[config.mk]
export PLATFORM = sky130hd
export DESIGN_NAME = pipe_hazard_ctrl
export DESIGN_NICKNAME = d
export VERILOG_FILES = /design/src/rtl/hz_pkg.sv /design/src/rtl/hz_opnd_fwd.sv /design/src/rtl/hz_load_use.sv /design/src/rtl/hz_front_ctrl.sv /design/src/rtl/pipe_hazard_ctrl.sv
export SDC_FILE = /design/constraint.sdc
export NUM_CORES = 1
export LEC_CHECK = 0
export CAP_MARGIN = 20
export CORE_MARGIN = 2
export CORE_UTILIZATION = 29
export DETAILED_ROUTE_END_ITERATION = 6
export PLACE_DENSITY = 0.84
export SYNTH_ARGS = -nofsm -noshare
export SYNTH_HDL_FRONTEND = slang
export SYNTH_SLANG_ARGS = --single-unit
export TNS_END_PERCENT = 50
[constraint.sdc]
create_clock -name vclk -period 1.66
set_input_delay 0.249 -clock vclk [all_inputs]
set_output_delay 0.249 -clock vclk [all_outputs]
set_load 0.005 [all_outputs]
[src/rtl/hz_pkg.sv]
// Shared types for the hazard controller.
// Assumes nothing beyond a 2-bit select field on each ALU operand mux.
package hz_pkg;

    // Operand multiplexer select codes; 2'b11 is never produced.
    typedef enum logic [1:0] {
        SEL_RF  = 2'b00,
        SEL_MWB = 2'b01,
        SEL_EXM = 2'b10
    } opnd_sel_e;

endpackage

[src/rtl/hz_opnd_fwd.sv]
// Forwarding selector for one ALU operand.
// Compares the operand's source specifier with the two downstream
// producers and prefers the younger one (execute/memory).
// Assumes register zero is hard-wired and must never be forwarded.
module hz_opnd_fwd
    import hz_pkg::*;
#(
    parameter int RA_W = 5
) (
    input  logic            clk,
    input  logic            rst_n,
    input  logic [RA_W-1:0] rs,
    input  logic [RA_W-1:0] exm_rd,
    input  logic            exm_we,
    input  logic [RA_W-1:0] mwb_rd,
    input  logic            mwb_we,
    output opnd_sel_e       sel
);

    localparam logic [RA_W-1:0] REG_ZERO = '0;

    logic exm_hit;
    logic mwb_hit;

    // Valid producer matches for this operand.
    assign exm_hit = exm_we && (exm_rd != REG_ZERO) && (exm_rd == rs);
    assign mwb_hit = mwb_we && (mwb_rd != REG_ZERO) && (mwb_rd == rs);

    // Priority pick: younger producer first, then older, else register file.
    always_comb begin
        if (exm_hit) begin
            sel = SEL_EXM;
        end else if (mwb_hit) begin
            sel = SEL_MWB;
        end else begin
            sel = SEL_RF;
        end
    end

    AST_SEL_LEGAL: assert property (@(posedge clk) disable iff (!rst_n)
        sel != 2'b11);
    AST_SEL_NOT_R0: assert property (@(posedge clk) disable iff (!rst_n)
        (sel != SEL_RF) |-> (rs != REG_ZERO));
    AST_EXM_SRC: assert property (@(posedge clk) disable iff (!rst_n)
        (sel == SEL_EXM) |-> (exm_we && exm_rd == rs));
    AST_MWB_YIELDS: assert property (@(posedge clk) disable iff (!rst_n)
        (sel == SEL_MWB) |-> !(exm_we && exm_rd == rs && rs != REG_ZERO));

endmodule

[src/rtl/hz_load_use.sv]
// Load-use detector.
// Flags a load in execute whose destination is read by the decode
// instruction. Assumes the use bits are zero for unused source fields.
module hz_load_use #(
    parameter int RA_W    = 5,
    parameter int NUM_SRC = 2
) (
    input  logic                          clk,
    input  logic                          rst_n,
    input  logic [NUM_SRC-1:0][RA_W-1:0]  id_rs,
    input  logic [NUM_SRC-1:0]            id_use,
    input  logic [RA_W-1:0]               ex_rd,
    input  logic                          ex_we,
    input  logic                          ex_load,
    output logic                          lu_stall
);

    localparam logic [RA_W-1:0] REG_ZERO = '0;

    logic [NUM_SRC-1:0] src_hit;

    // Per-source comparison against the load destination.
    for (genvar i = 0; i < NUM_SRC; i++) begin : g_src
        assign src_hit[i] = id_use[i] && (id_rs[i] == ex_rd);
    end

    // Stall only for a real register-writing load that feeds decode.
    assign lu_stall = ex_load && ex_we && (ex_rd != REG_ZERO) && (|src_hit);

    AST_LU_HAS_READER: assert property (@(posedge clk) disable iff (!rst_n)
        lu_stall |-> ($countones(id_use) > 0));
    AST_LU_NOT_ALU: assert property (@(posedge clk) disable iff (!rst_n)
        !ex_load |-> !lu_stall);

endmodule

[src/rtl/hz_front_ctrl.sv]
// Front-end stall and bubble arbiter.
// Combines the load-use stall with the shared-memory fetch conflict.
// Load-use has priority on the fetch/decode register, because the
// decode instruction must be kept rather than replaced by a no-op.
module hz_front_ctrl (
    input  logic clk,
    input  logic rst_n,
    input  logic lu_stall,
    input  logic dmem_busy,
    output logic pc_hold,
    output logic ifid_hold,
    output logic ifid_flush,
    output logic idex_flush
);

    // Priority-resolved front-end controls.
    always_comb begin
        pc_hold    = lu_stall || dmem_busy;
        ifid_hold  = lu_stall;
        ifid_flush = dmem_busy && !lu_stall;
        idex_flush = lu_stall;
    end

    AST_HOLD_XOR_FLUSH: assert property (@(posedge clk) disable iff (!rst_n)
        !(ifid_hold && ifid_flush));
    AST_BUBBLE_HOLDS_PC: assert property (@(posedge clk) disable iff (!rst_n)
        (ifid_flush || idex_flush) |-> pc_hold);
    AST_QUIET_NO_CAUSE: assert property (@(posedge clk) disable iff (!rst_n)
        (!lu_stall && !dmem_busy) |-> !(pc_hold || ifid_flush || idex_flush));
    AST_LU_FULL: assert property (@(posedge clk) disable iff (!rst_n)
        lu_stall |-> (pc_hold && ifid_hold && idex_flush));

endmodule

[src/rtl/pipe_hazard_ctrl.sv]
// Hazard and forwarding controller for a five-stage in-order pipeline.
// Produces ALU operand select codes and front-end stall/bubble
// controls. Assumes reads happen only in decode and writes only in
// writeback, and that the register file writes in the first half-cycle.
module pipe_hazard_ctrl
    import hz_pkg::*;
#(
    parameter int RA_W = 5
) (
    input  logic            clk,
    input  logic            rst_n,
    input  logic [RA_W-1:0] id_rs1,
    input  logic [RA_W-1:0] id_rs2,
    input  logic            id_rs1_rd,
    input  logic            id_rs2_rd,
    input  logic [RA_W-1:0] ex_rs1,
    input  logic [RA_W-1:0] ex_rs2,
    input  logic [RA_W-1:0] ex_rd,
    input  logic            ex_wen,
    input  logic            ex_load,
    input  logic [RA_W-1:0] mem_rd,
    input  logic            mem_wen,
    input  logic            mem_dacc,
    input  logic [RA_W-1:0] wb_rd,
    input  logic            wb_wen,
    output logic [1:0]      fwd_a,
    output logic [1:0]      fwd_b,
    output logic            pc_hold,
    output logic            ifid_hold,
    output logic            ifid_flush,
    output logic            idex_flush
);

    localparam int NUM_SRC = 2;

    logic [NUM_SRC-1:0][RA_W-1:0] ex_src;
    logic [NUM_SRC-1:0][RA_W-1:0] id_src;
    logic [NUM_SRC-1:0]           id_use;
    opnd_sel_e                    sel [NUM_SRC];
    logic                         lu_stall;

    // Gather the per-operand fields into indexed vectors.
    assign ex_src = {ex_rs2, ex_rs1};
    assign id_src = {id_rs2, id_rs1};
    assign id_use = {id_rs2_rd, id_rs1_rd};

    // One forwarding selector per ALU operand.
    for (genvar i = 0; i < NUM_SRC; i++) begin : g_fwd
        hz_opnd_fwd #(.RA_W(RA_W)) u_fwd (
            .clk    (clk),
            .rst_n  (rst_n),
            .rs     (ex_src[i]),
            .exm_rd (mem_rd),
            .exm_we (mem_wen),
            .mwb_rd (wb_rd),
            .mwb_we (wb_wen),
            .sel    (sel[i])
        );
    end

    assign fwd_a = sel[0];
    assign fwd_b = sel[1];

    hz_load_use #(.RA_W(RA_W), .NUM_SRC(NUM_SRC)) u_lu (
        .clk      (clk),
        .rst_n    (rst_n),
        .id_rs    (id_src),
        .id_use   (id_use),
        .ex_rd    (ex_rd),
        .ex_we    (ex_wen),
        .ex_load  (ex_load),
        .lu_stall (lu_stall)
    );

    hz_front_ctrl u_front (
        .clk        (clk),
        .rst_n      (rst_n),
        .lu_stall   (lu_stall),
        .dmem_busy  (mem_dacc),
        .pc_hold    (pc_hold),
        .ifid_hold  (ifid_hold),
        .ifid_flush (ifid_flush),
        .idex_flush (idex_flush)
    );

    AST_DACC_STALLS_FETCH: assert property (@(posedge clk) disable iff (!rst_n)
        mem_dacc |-> pc_hold);

endmodule

* Word level (Yosys, flattened, before mapping)
Cells that the tools add are included.
Storage, ports and cells: output and inout port bits 8, flip-flop bits (word level) 0, word-level logic and storage cells 28
Operators by class: reduce and logical (&&, ||, !) cells 18, equality and inequality tests 6, multiplexer cells 4
Operators with widths (number):
- equality test 5 bit | 6
- nonzero test 5 bit | 3
- logical AND 1 bit | 12
- two-way mux 2 bit | 2
- two-way mux 1 bit | 2
- OR reduction 2 bit | 1
- zero test 1 bit | 1
- logical OR 1 bit | 1

* Longest topological paths before layout
Gate-level depths: netlist of run 1.
depth after elaboration 6, depth in mapped cells 5

* Modules after synthesis
Synthesis of run 1 repeated with hierarchy kept, for this count alone.
Second synthesis, totals: cell total of the unflattened synthesis 63, area total of the unflattened synthesis 480.5 sq um
By module, submodules not included:
- hz_opnd_fwd | cells each 21, seq. area each 0.0 sq um, area each 158.9 sq um, times used 2
- hz_load_use | cells each 17, seq. area each 0.0 sq um, area each 135.1 sq um, times used 1
- hz_front_ctrl | cells each 4, seq. area each 0.0 sq um, area each 27.5 sq um, times used 1

* Least setup slack after synthesis of run 1
No wires, ideal clock.
kind input to output, from input port mem_rd[1], to output port fwd_a[0], arrival 1283 ps, path slack 128 ps, buffers on the path 0, required time 1411 ps, stages 4, cells stage by stage or4_4 > o21ai_4 > nor4_2 > nor4_2
Between the ends: word-level cells in the longest chain between the ends 4, elaborated cells between the ends (all ways) 5, those cells by class 1 x eq/ne; 1 x mux; 3 x reduce/logical
Ends and longest elaborated chain:
- from (decl) | line pipe_hazard_ctrl.sv:21 | input logic [RA_W-1:0] mem_rd,
- nonzero test 5 bit | line hz_opnd_fwd.sv:26 | assign exm_hit = exm_we && (exm_rd != REG_ZERO) && (exm_rd == rs);
- logical AND 1 bit | line hz_opnd_fwd.sv:26
- logical AND 1 bit (*) | line hz_opnd_fwd.sv:26
- named net g_fwd[0].u_fwd.exm_hit | line hz_opnd_fwd.sv:22 | logic exm_hit;
- two-way mux 2 bit (*) | line hz_opnd_fwd.sv:31 | if (exm_hit) begin
- to (decl) | line pipe_hazard_ctrl.sv:26 | output logic [1:0] fwd_a,
The timed path passes the listed nets; every way through them passes the cells marked *.

* Final worst setup path of run 1
from input port wb_rd[0], to output port fwd_a[0]
Between the ends: word-level cells in the longest chain between the ends 5, elaborated cells between the ends (all ways) 6, those cells by class 1 x eq/ne; 2 x mux; 3 x reduce/logical
Ends and longest elaborated chain:
- from (decl) | line pipe_hazard_ctrl.sv:24 | input logic [RA_W-1:0] wb_rd,
- nonzero test 5 bit | line hz_opnd_fwd.sv:27 | assign mwb_hit = mwb_we && (mwb_rd != REG_ZERO) && (mwb_rd == rs);
- logical AND 1 bit | line hz_opnd_fwd.sv:27
- logical AND 1 bit (*) | line hz_opnd_fwd.sv:27
- two-way mux 1 bit (*) | line hz_opnd_fwd.sv:33 | end else if (mwb_hit) begin
- two-way mux 2 bit (*) | line hz_opnd_fwd.sv:31
Every way passes the cells marked *; elsewhere a longest branch is shown, timed or not.

==> results of run 1 <==
## routing by layer
metal  global-route usage [%]  wire [um]  up-vias
li1                         -          -      347
met1                     29.9        904      340
met2                     48.8       1350       15
met3                     1.63         52        6
met4                     3.03         63        0
met5                        0          0        -
## report_power, final
| part | internal, W | total [W] | leakage (nW) | switching (W) |
|---|---|---|---|---|
| logic | 0.000166 | 0.000280 | 0.540 | 0.000114 |
| registers | 0 | 0 | 0 | 0 |
| clock network | 0 | 0 | 0 | 0 |
| total | 0.000166 | 0.000280 | 0.540 | 0.000114 |
## tightest hold or removal path: stages
cell and delay (ns):
clkbuf_2 0.11, xnor2_1 0.08, nand3_1 0.15, nor4_4 0.05, buf_2 0.12
## cells by family after synthesis
family	count (synthesis)	share of synthesized area (%)
AND/OR/NAND/NOR	18	28.7
AO/OA/AOI/OAI	5	9.84
buffers and inverters	4	5.58
XOR/XNOR	30	55.9
## layout make-up
type | count | area, um2 | share of cell area (%)
repair buffers | 75 | 646 | 54.4
multi-input cells | 53 | 518 | 43.6
well taps | 16 | 20.0 | 1.69
inverters | 1 | 3.75 | 0.316
## placed cells by master, fill, tap and decap left out
cell	instances
a41o_1	1
a41oi_2	1
and4_1	1
buf_2	9
buf_4	21
buf_6	10
buf_8	1
clkbuf_2	3
clkdlybuf4s15_1	5
clkdlybuf4s15_2	4
clkdlybuf4s50_1	7
dlygate4sd2_1	14
dlymetal6s2s_1	1
inv_1	1
nand2_1	3
nand3_1	2
nand4_1	2
nor2_1	1
nor3_1	1
nor4_2	1
nor4_4	3
o21ai_2	1
o21ai_4	1
o22ai_2	1
or4_1	1
or4_4	3
xnor2_1	14
xnor2_2	2
xor2_1	13
xor2_2	1
## final timing paths
| path | to | slack [ns] | depth (start not counted) |
|---|---|---|---|
| setup / recovery | fwd_a[0] | -0.13 | 6 |
| hold / removal | fwd_a[1] | 1.01 | 5 |
## repair_timing
item,in CTS,in global routing
pin swaps,23,11
hold buffers,0,0
endpoints found under the setup margin,8,7
buffers inserted,5,3
gates resized for setup,116,17
## stage by stage
step	setup WS, ns	power (W)	std cells	hold WS (ns)	utilization [%]
finish	-0.130	0.000280	145	1.01	78.8
CTS	-0.147	0.000259	142	1.06	74.8
detailed placement	-0.871	0.000260	137	1.46	72.8
floorplan	0.128	0.0000799	57	0.567	-
global placement	-0.832	0.000252	137	1.43	72.8
global route	-0.166	0.000299	145	1.03	78.8
==> flow_metrics.env, run 1 <==
export IMPL_yosysWarnings=0
export IMPL_crit_top_cell="buf_6"
export IMPL_setup_tns_ns=-0.370
export IMPL_crit_slowest_cell="or4_4"
export IMPL_drt_iter0_drc=7
export IMPL_diodes=0
export IMPL_num_rows=14
export IMPL_fmax_mhz=559
export IMPL_finalHoldViolCount=0
export IMPL_drc=0
export IMPL_startpoint="wb_rd[0]"
export IMPL_syn_num_nets=101
export IMPL_setup_viol=7
export IMPL_ant_nets=0
export IMPL_required_ns=1.41
export IMPL_netlist_cell_type_count=18
export IMPL_powerDensity_nw_per_um2=236
export IMPL_wl_per_cell_um=16.3
export IMPL_initial_core_util_pct=31.2
export IMPL_avgSynthCellArea_um2=8.25
export IMPL_ys_top_cells_by_area="xnor2_1, xor2_1, nor4_2"
export IMPL_die_w_um=44.3
export IMPL_grt_start_max_net_pins=4
export IMPL_drv_slew=0
export IMPL_synth_top_area_share_pct=29.8
export IMPL_rsz0062_at_grt="true"
export IMPL_max_stage_delay_ns=0.53
export IMPL_wirelength_um=2360
export IMPL_period_minus_slack_ns=1.79
export IMPL_worstSetupStartpointType="primary input"
export IMPL_endpoint_kind="output pin"
export IMPL_fin_area_um2=1190
export IMPL_peakVddDrop_mv=0.132
export IMPL_outcome="finished with violations"
export IMPL_max_slew_margin_pct=79.5
export IMPL_cp_max_fo=2
export IMPL_gp_congestion=0.844
export IMPL_netlist_instances=57
export IMPL_dp_hpwl_um=1850
export IMPL_antenna_found_initial=0
export IMPL_path_cells="buf_6 > buf_6 > xor2_1 > or4_4 > nor4_2 > buf_2"
export IMPL_fillers=99
export IMPL_power_leakage_nw=0.540
export IMPL_seqCellArea_um2=0
export IMPL_grt_usage_pct=24.9
export IMPL_hp_class="primary input to output pin"
export IMPL_nets=175
export IMPL_areaGrowthSynthToFinish_pct=152
export IMPL_netlist_area_um2=470
export IMPL_overflow=0
export IMPL_die_area_um2=1960
export IMPL_synthTopCellsByCount="xnor2_1, xor2_1, nor4_2"
export IMPL_seq_cells=0
export IMPL_tightest_slew_ns=0.307
export IMPL_timing_final_ws_setup_ns=-0.130
export IMPL_worst_path_buf_inv=3
export IMPL_clkbuf_count=0
export IMPL_ioPinCount=52
export IMPL_vias_per_cell=4.88
export IMPL_violations="negative setup slack"
export IMPL_drive_above_1_share_pct=48.1
export IMPL_first_pass_iters=3
export IMPL_critPathArrivalTime_ns=1.54
export IMPL_min_from="ex_rs1[0]"
export IMPL_period_share_pct=108
export IMPL_max_cap_violations=0
export IMPL_yosysMostFrequentCell="xnor2_1"
export IMPL_yosysTopAreaCell="xnor2_1"
export IMPL_grt_pass1_vias=779
export IMPL_cp_top_family="simple AND/OR/NAND/NOR gates"
export IMPL_vias=708
export IMPL_port_buffers=50
export IMPL_grt_first_pass_wirelength_um=3660
export IMPL_die_h_um=44.3
export IMPL_ys_seq_area_share_pct=0
export IMPL_path_class="primary input to output pin"
export IMPL_core_region_area_um2=1510
export IMPL_dpl_instance_area_um2=1100
No activity file was read; power rests on OpenSTA's default activity.
==> inputs of run 2 (changes only) <==
- CAP_MARGIN: 20 -> unset
==> results of run 2 <==
No change in the layout: final DEF, timing and power equal those of run 1.
==> inputs of run 3 (changes only) <==
--- a/config.mk
+++ b/config.mk
@@ -7,3 +7,4 @@
 export LEC_CHECK = 0
-export CORE_MARGIN = 2
+export CORE_ASPECT_RATIO = 1.25
+export CORE_MARGIN = 8
 export CORE_UTILIZATION = 29
==> constraint.sdc (replaced) <==
create_clock -name vclk -period 1.66
set_input_delay 0.498 -clock vclk [all_inputs]
set_output_delay 0.498 -clock vclk [all_outputs]
set_load 0.005 [all_outputs]
==> run 3 against run 2 <==
The run still ends with negative setup slack left. Worst hold slack better by 0.38 ns. Clock-buffer cell count stayed put. Maximum frequency is 21% lower. Worst setup slack worse by 0.47 ns. Cell area is 3.5% lower. Sequential share of layout area stayed put. Via count is 1.3% lower. Cell count is 2.8% lower. First-iteration DRC count is 43% lower. Flip-flop and latch count stayed put. Critical path depth is 1 higher.
==> flow_metrics.env, run 3 (synthesis gave the netlist of run 1 again) <==
export IMPL_die_w_um=52.0
export IMPL_holdWs_ns=1.40
export IMPL_p_int_w=0.000164
export IMPL_diodes=0
export IMPL_worstSetupStartpointType="primary input"
export IMPL_nets=169
export IMPL_core_region_area_um2=1540
export IMPL_ant_nets=0
export IMPL_power_leakage_nw=0.569
export IMPL_cp_max_fo=2
export IMPL_tightest_slew_ns=0.303
export IMPL_seq_cells=0
export IMPL_fillers=126
export IMPL_grt_start_max_net_pins=4
export IMPL_grt_usage_pct=14.3
export IMPL_clkbuf_count=0
export IMPL_layout_commonest_cell="buf_2"
export IMPL_wirelength_um=2370
export IMPL_ioPinCount=52
export IMPL_rsz0062_at_grt="true"
export IMPL_critPathArrivalTime_ns=1.77
export IMPL_max_slew_margin_pct=79.6
export IMPL_powerDensity_nw_per_um2=243
export IMPL_cts_hold_buf=0
export IMPL_finalHoldViolCount=0
export IMPL_drive_above_1_share_pct=66.7
export IMPL_timing_final_ws_setup_ns=-0.604
export IMPL_gp_congestion=0.875
export IMPL_grt_first_pass_wirelength_um=3590
export IMPL_power_switching_w=0.000115
export IMPL_p_seq_share_pct=0
export IMPL_drt_iter0_drc=4
export IMPL_comb_power_share_pct=100.0
export IMPL_met2_usage_pct=26.6
export IMPL_die_h_um=61.0
export IMPL_antenna_found_initial=0
export IMPL_wl_per_cell_um=16.8
export IMPL_peakVddDrop_mv=0.152
export IMPL_grt_busiest_layer="met2"
export IMPL_first_pass_iters=2
export IMPL_drv_slew=0
export IMPL_outcome="finished with violations"
export IMPL_die_area_um2=3180
export IMPL_fin_area_um2=1150
export IMPL_swShare_pct=41.3
export IMPL_drc=0
export IMPL_met3_usage_pct=6.76
export IMPL_overflow=0
export IMPL_initial_core_util_pct=30.5
export IMPL_dp_hpwl_um=1970
export IMPL_fmax_mhz=442
export IMPL_hp_class="primary input to output pin"
export IMPL_period_minus_slack_ns=2.26
export IMPL_endpoint_kind="output pin"
export IMPL_layout_common_cells="buf_2, buf_4, xor2_1, buf_6"
export IMPL_use_met1_pct=14.7
export IMPL_port_buffers=50
export IMPL_num_rows=16
export IMPL_areaGrowthSynthToFinish_pct=144
export IMPL_vias_per_cell=4.96
export IMPL_setup_tns_ns=-3.11
export IMPL_max_cap_violations=0
export IMPL_seqCellArea_um2=0
export IMPL_vias=699
export IMPL_final_util_pct=74.4
export IMPL_dpl_instance_area_um2=1090
export IMPL_setup_viol=8
export IMPL_period_share_pct=136
export IMPL_p_clk_share_pct=0
export IMPL_grt_pass1_vias=822
export IMPL_path_class="primary input to output pin"
export IMPL_violations="negative setup slack"
export IMPL_required_ns=1.16
## run 3: cell count changes in the layout (fill, tap and decap cells not counted), moves of 3 or more
cell / change
clkdlybuf4s50_1: -4
dlygate4sd2_1: -11
clkbuf_2: +7
xnor2_2: +8
clkdlybuf4s15_1: -5
buf_2: +9
dlymetal6s2s_1: +3
xnor2_1: -8
buf_4: -4
## run 3: per-layer routing
| layer | wire length [um] | vias to the layer above |
|---|---|---|
| met5 | 0 | - |
| met4 | 20 | 0 |
| met3 | 404 | 2 |
| met2 | 1130 | 52 |
| met1 | 812 | 307 |
| li1 | - | 338 |
## run 3: final timing paths
kind	endpoint	cells past startpoint	from	slack [ns]
setup / recovery	fwd_b[0]	7	mem_rd[4]	-0.60
hold / removal	fwd_a[1]	4	mem_wen	1.40
## run 3: power by group through the flow
stage               sequential (W)  clock, W  combinational [W]
floorplan                        0         0          0.0000802
global placement                 0         0           0.000249
detailed placement               0         0           0.000257
CTS                              0         0           0.000270
global route                     0         0           0.000296
finish                           0         0           0.000279
## run 3: cell type report
cell class                      count  area (um2)  share of cell area, %
Inverter                            1        3.75                  0.328
Tap cell                           18        22.5                   1.97
Timing Repair Buffer               69         532                   46.4
Multi-Input combinational cell     53         588                   51.3
## run 3: repair_timing
item	in CTS	in global routing
resized for setup	154	34
pin swaps	25	11
endpoints found under the setup margin	8	8
setup buffers	3	0
hold endpoints to repair	0	0
## run 3: worst max-delay path, cell delays in order
cell and delay, ns:
buf_6 0.09, or4_4 0.54, o21ai_4 0.19, buf_6 0.13
nor4_4 0.04, nor4_2 0.12, buf_2 0.15
## run 3: per-stage QoR
step                      worst slack [ns]  total power (W)  std cells
after CTS                           -0.669         0.000270        141
final                               -0.604         0.000279        141
after global placement               -1.33         0.000249        138
after floorplan                     -0.291        0.0000802         57
after detailed placement             -1.37         0.000257        138
after global routing                -0.646         0.000296        141
